--- src/rtl/atu_pkg.sv ---
package atu_pkg;

   localparam int unsigned OPC_W = 9;
   localparam logic [2:0] GROUP_PREFIX = 3'b011;

   typedef enum logic [2:0] {
      FAM_CMP_IMM = 3'b000,
      FAM_CMP_MEM = 3'b001,
      FAM_TST_AC  = 3'b010,
      FAM_TST_MEM = 3'b011,
      FAM_INC_AC  = 3'b100,
      FAM_INC_MEM = 3'b101,
      FAM_DEC_AC  = 3'b110,
      FAM_DEC_MEM = 3'b111
   } fam_e;

   typedef enum logic [1:0] {
      B_ZERO = 2'd0,
      B_ONE  = 2'd1,
      B_MEM  = 2'd2,
      B_IMM  = 2'd3
   } bsel_e;

   typedef struct packed {
      logic  active;
      logic  is_cmp;
      logic  a_from_mem;
      bsel_e b_sel;
      logic  subtract;
      logic  wr_ac;
      logic  wr_mem;
      logic  is_jump;
   } ctl_t;

endpackage

--- src/rtl/atu_decode.sv ---
module atu_decode
   import atu_pkg::*;
(
   input  logic [OPC_W-1:0] opcode,
   output ctl_t             ctl,
   output logic [2:0]       cond
);
   fam_e fam;

   always_comb begin
      fam  = fam_e'(opcode[5:3]);
      cond = opcode[2:0];
      ctl  = '0;
      ctl.active = (opcode[8:6] == GROUP_PREFIX);
      unique case (fam)
         FAM_CMP_IMM: begin
            ctl.is_cmp   = 1'b1;
            ctl.b_sel    = B_IMM;
            ctl.subtract = 1'b1;
         end
         FAM_CMP_MEM: begin
            ctl.is_cmp   = 1'b1;
            ctl.b_sel    = B_MEM;
            ctl.subtract = 1'b1;
         end
         FAM_TST_AC: begin
            ctl.b_sel   = B_ZERO;
            ctl.is_jump = 1'b1;
         end
         FAM_TST_MEM: begin
            ctl.a_from_mem = 1'b1;
            ctl.b_sel      = B_ZERO;
         end
         FAM_INC_AC: begin
            ctl.b_sel   = B_ONE;
            ctl.wr_ac   = 1'b1;
            ctl.is_jump = 1'b1;
         end
         FAM_INC_MEM: begin
            ctl.a_from_mem = 1'b1;
            ctl.b_sel      = B_ONE;
            ctl.wr_mem     = 1'b1;
         end
         FAM_DEC_AC: begin
            ctl.b_sel    = B_ONE;
            ctl.subtract = 1'b1;
            ctl.wr_ac    = 1'b1;
            ctl.is_jump  = 1'b1;
         end
         FAM_DEC_MEM: begin
            ctl.a_from_mem = 1'b1;
            ctl.b_sel      = B_ONE;
            ctl.subtract   = 1'b1;
            ctl.wr_mem     = 1'b1;
         end
         default: ;
      endcase
   end
endmodule

--- src/rtl/atu_datapath.sv ---
module atu_datapath
   import atu_pkg::*;
#(
   parameter int unsigned WORD_W       = 36,
   parameter int unsigned IMM_W        = 18,
   parameter bit          CARRY_SELECT = 1'b0
)(
   input  logic              a_from_mem,
   input  bsel_e             b_sel,
   input  logic              subtract,
   input  logic [WORD_W-1:0] ac_in,
   input  logic [WORD_W-1:0] mem_in,
   input  logic [IMM_W-1:0]  imm_in,
   output logic [WORD_W-1:0] sum,
   output logic              ovf
);
   localparam int unsigned LO_W = WORD_W / 2;
   localparam int unsigned HI_W = WORD_W - LO_W;
   localparam int unsigned PAD_W = WORD_W - IMM_W;

   logic [WORD_W-1:0] op_a;
   logic [WORD_W-1:0] op_b;
   logic [WORD_W-1:0] op_b_eff;

   always_comb begin
      op_a = a_from_mem ? mem_in : ac_in;
      unique case (b_sel)
         B_ZERO:  op_b = '0;
         B_ONE:   op_b = {{(WORD_W-1){1'b0}}, 1'b1};
         B_MEM:   op_b = mem_in;
         default: op_b = {{PAD_W{1'b0}}, imm_in};
      endcase
      op_b_eff = op_b ^ {WORD_W{subtract}};
   end

   generate
      if (CARRY_SELECT) begin : g_csel
         logic [LO_W:0]   lo_ext;
         logic [HI_W-1:0] hi_c0;
         logic [HI_W-1:0] hi_c1;
         always_comb begin
            lo_ext = {1'b0, op_a[LO_W-1:0]} + {1'b0, op_b_eff[LO_W-1:0]}
                   + {{LO_W{1'b0}}, subtract};
            hi_c0  = op_a[WORD_W-1:LO_W] + op_b_eff[WORD_W-1:LO_W];
            hi_c1  = op_a[WORD_W-1:LO_W] + op_b_eff[WORD_W-1:LO_W]
                   + {{(HI_W-1){1'b0}}, 1'b1};
            sum    = {lo_ext[LO_W] ? hi_c1 : hi_c0, lo_ext[LO_W-1:0]};
         end
      end else begin : g_ripple
         always_comb begin
            sum = op_a + op_b_eff + {{(WORD_W-1){1'b0}}, subtract};
         end
      end
   endgenerate

   always_comb begin
      ovf = (op_a[WORD_W-1] == op_b_eff[WORD_W-1])
         && (sum[WORD_W-1] != op_a[WORD_W-1]);
   end
endmodule

--- src/rtl/atu_cond.sv ---
module atu_cond #(
   parameter int unsigned WORD_W = 36
)(
   input  logic [2:0]        cond,
   input  logic              is_cmp,
   input  logic [WORD_W-1:0] sum,
   input  logic              ovf,
   output logic              hit
);
   logic is_zero;
   logic is_less;
   logic base;

   always_comb begin
      is_zero = (sum == '0);
      is_less = is_cmp ? (sum[WORD_W-1] ^ ovf) : sum[WORD_W-1];
      unique case (cond[1:0])
         2'b00:   base = 1'b0;
         2'b01:   base = is_less;
         2'b10:   base = is_zero;
         default: base = is_less | is_zero;
      endcase
      hit = base ^ cond[2];
   end
endmodule

--- src/rtl/atu_top.sv ---
module atu_top
   import atu_pkg::*;
#(
   parameter int unsigned WORD_W       = 36,
   parameter int unsigned IMM_W        = 18,
   parameter bit          CARRY_SELECT = 1'b0
)(
   input  logic [8:0]        opcode,
   input  logic [WORD_W-1:0] ac_in,
   input  logic [WORD_W-1:0] mem_in,
   input  logic [IMM_W-1:0]  imm_in,
   output logic [WORD_W-1:0] result,
   output logic              wr_ac,
   output logic              wr_mem,
   output logic              jump_req,
   output logic              skip_req
);
   generate
      if (IMM_W >= WORD_W) begin : g_bad_imm
         $error("atu_top: IMM_W must be narrower than WORD_W");
      end
      if (WORD_W < 4) begin : g_bad_word
         $error("atu_top: WORD_W must be at least 4");
      end
   endgenerate

   ctl_t       ctl;
   logic [2:0] cond;
   logic [WORD_W-1:0] sum;
   logic       ovf;
   logic       hit;

   atu_decode u_dec (
      .opcode (opcode),
      .ctl    (ctl),
      .cond   (cond)
   );

   atu_datapath #(
      .WORD_W       (WORD_W),
      .IMM_W        (IMM_W),
      .CARRY_SELECT (CARRY_SELECT)
   ) u_dp (
      .a_from_mem (ctl.a_from_mem),
      .b_sel      (ctl.b_sel),
      .subtract   (ctl.subtract),
      .ac_in      (ac_in),
      .mem_in     (mem_in),
      .imm_in     (imm_in),
      .sum        (sum),
      .ovf        (ovf)
   );

   atu_cond #(.WORD_W(WORD_W)) u_cond (
      .cond   (cond),
      .is_cmp (ctl.is_cmp),
      .sum    (sum),
      .ovf    (ovf),
      .hit    (hit)
   );

   always_comb begin
      result   = sum;
      wr_ac    = ctl.active & ctl.wr_ac;
      wr_mem   = ctl.active & ctl.wr_mem;
      jump_req = ctl.active & hit & ctl.is_jump;
      skip_req = ctl.active & hit & ~ctl.is_jump;
   end
endmodule

--- config.mk ---
export PLATFORM = sky130hd
export DESIGN_NAME = atu_top
export DESIGN_NICKNAME = d
export VERILOG_FILES = /design/src/rtl/atu_pkg.sv /design/src/rtl/atu_decode.sv /design/src/rtl/atu_datapath.sv /design/src/rtl/atu_cond.sv /design/src/rtl/atu_top.sv
export SDC_FILE = /design/constraint.sdc
export NUM_CORES = 1
export LEC_CHECK = 0
export ABC_CLOCK_PERIOD_IN_PS = 5150
export BUFFER_PORTS_ARGS = -buffer_cell sky130_fd_sc_hd__buf_2
export CORE_ASPECT_RATIO = 0.7
export CORE_MARGIN = 1.5
export CORE_UTILIZATION = 47
export DETAILED_ROUTE_END_ITERATION = 6
export PLACE_DENSITY_LB_ADDON = 0.2
export SETUP_SLACK_MARGIN = 0.1
export SLEW_MARGIN = 20
export SYNTH_ARGS = -nofsm -noshare
export SYNTH_HDL_FRONTEND = slang
export SYNTH_HIERARCHICAL = 1
export SYNTH_SLANG_ARGS = --single-unit
--- constraint.sdc ---
create_clock -name vclk -period 5.15
set_input_delay 0.2575 -clock vclk [all_inputs]
set_output_delay 0.2575 -clock vclk [all_outputs]
set_load 0.01 [all_outputs]
==> results.toml <==
[sta]
tightest_slew_ns = 0.482
hold_violations = 0
relSlewSlack = 0.676
final_max_slew_viol_count = 0
final.min_clock_period_ns = 5.07
fmax_mhz = 197
setup-violations-final = 0
hold_slack_ns = 0.994
rsz0062_at_grt = "true"
period_share = 0.985

[synthesis]
synth.top_cell.area_share = 0.166
syn_nets = 635
seq_area_frac_synth = 0
synth_cells = 501
syn-mean-instance-area_um2 = 7.06
synth_area_leaders = "mux2_2 17%, xnor2_1 15%, ha_1 12%"
yosysWarningCount = 6
netlist.top_cell.by_area = "mux2_2"
netlist_area_um2 = 3530
ys_types = 60

[layout]
nClkBuffers = 0
synthToLayoutAreaGrowth_pct = 42.0
fin_area_um2 = 5020
antenna_cells = 0
seqCellArea_um2 = 0
seq_cell_count = 0
finalNetCount = 801
drive_gt1_frac = 0.453
stdcell_count = 763

[min_path]
hold_path.class = "input port to output pin"
holdPathEnd = "jump_req"
hold_start = "opcode[2]"
holdPathStages = 4

[drt]
vias_per_cell = 5.66
postRouteWirelength_um = 11900
antenna_left = 0
avgRoutedWirePerCell_um = 15.5
dr.pass1.iters = 5
drt-initial-drc-count = 267
drc = 0
num_vias = 4315

[global_route]
first_global_vias = 3589
grt_pass1_wl_um = 16900
grt_max_degree = 21
grt_util_all_layers = 0.254
gr-total-overflow = 0
grt_antenna_before_repair = 0

[floorplan]
core_area_um2 = 7290
std_cell_rows = 26
die_h_um = 75.6
start_util = 0.485
pin_count = 139
die-area_um2 = 8060
die_x_um = 107

[cts]
hold_buffers = 0

[placed_design]
dpl-instance-area_um2 = 4480
io_buffers = 139
gp_congestion = 0.975
dpl.hpwl_um = 9140
place_inst = 737

[power_and_ir_drop]
power_mw = 1.24
power_density_nw_per_um2 = 248
p_leak_nw = 2.33
max-vdd-ir-drop_mv = 0.138

[run_status]
status = "completed"

[job]
maxCapViolations = 0

[critical_path]
required_ns = 4.89
crit_path_end_kind = "output pin"
crit_type = "input port to output pin"
start_kind = "input port"
cp_max_fo = 7
cp.arrival_ns = 4.82
==> timing repair <==
action	4_1_cts	5_1_grt
hold endpoints to repair	0	0
pin swaps	5	31
resized for setup	7	67
gates cloned	0	1
endpoints found under the setup margin	2	2
setup buffers	4	21
==> logic make-up (layout without fill, tap and decap cells) <==
kind of cell / after synthesis / in the layout / synth area share
AO/OA/AOI/OAI: 128 / 128 / 0.236
XOR/XNOR: 67 / 67 / 0.166
adder cells (fa/ha/maj): 35 / 35 / 0.126
buffers and inverters: 40 / 204 / 0.0488
multiplexers: 58 / 58 / 0.184
AND/OR/NAND/NOR: 173 / 173 / 0.239
==> routing by layer <==
layer	routed length [um]	global-route usage	up-vias
met5	0	0	-
met2	5370	0.438	165
met3	605	0.00257	11
li1	-	-	2138
met1	5770	0.377	2001
met4	106	0.0133	0
==> stage by stage <==
stage	setup WS (ns)	utilization	setup TNS, ns
detailed placement	-0.255	0.615	-0.507
floorplan	0.141	-	0
CTS	0.107	0.623	0
finish	0.0757	0.689	0
global route	-0.156	0.689	-0.300
global placement	-0.252	0.615	-0.501
==> worst max path at each step <==
stage,from,end,cells after the start
6_report,opcode[3],jump_req,23
5_1_grt,opcode[3],jump_req,23
4_1_cts,opcode[5],skip_req,23
3_5_place_dp,opcode[4],skip_req,22
3_3_place_gp,opcode[4],skip_req,22
2_1_floorplan,opcode[5],skip_req,24
==> worst max-delay path: stages <==
cell,delay (ns)
buf_8,0.10
o21bai_4,0.32
buf_12,0.19
mux2_4,0.31
nand2_4,0.08
xnor2_2,0.06
ha_1,0.32
a21o_1,0.22
a31o_4,0.23
a221o_1,0.32
nor3_2,0.17
a211o_1,0.24
a21boi_2,0.08
buf_4,0.15
o21a_1,0.18
nor3_2,0.17
nor3_2,0.10
nor4_4,0.32
nand4_1,0.20
o31ai_2,0.25
xor2_1,0.23
and3_1,0.18
buf_2,0.12
==> cells in the final DEF, fill, tap and decap left out, drive strengths merged, types with 2 or more instances in the layout <==
cell type and n:
nor2b 10, a21boi 3, mux2 52, o211ai 5, and3 7, nor2 29
nor3 5, or3 4, a221o 2, nor3b 2, nand2 71, o21ai 20
buf 191, nor4 7, mux2i 6, ha 34, o22ai 2, a211o 3
o21a 9, xnor2 60, a21oi 48, and2 3, o21bai 5, a21o 13
o31ai 3, nand4 8, and3b 3, xor2 7, inv 12, a31oi 4
or2 2, nand2b 5, nand3 13
==> area by class of cell <==
cell class | instances | area (um2)
inverter | 12 | 45.0
timing repair buffer | 192 | 1210
fill | 645 | 2270
tap | 98 | 123
multi-input combinational | 461 | 3640
==> power breakdown <==
part,switching [mW],internal [mW],total (mW)
Sequential,0,0,0
Clock,0,0,0
Combinational,0.667,0.576,1.24
==> cells in the mapped netlist, types with 6 or more instances <==
| master | n |
|---|---|
| o21a_1 | 9 |
| a21oi_1 | 47 |
| a21o_1 | 13 |
| nand4_1 | 8 |
| o21ai_0 | 18 |
| mux2_2 | 52 |
| inv_1 | 12 |
| nand2_1 | 71 |
| and3_1 | 7 |
| xor2_1 | 7 |
| nor2b_1 | 10 |
| nand3_1 | 13 |
| nor4_1 | 6 |
| clkbuf_1 | 18 |
| nor2_1 | 29 |
| ha_1 | 34 |
| xnor2_1 | 60 |
Power figures use the tool's default switching activity.
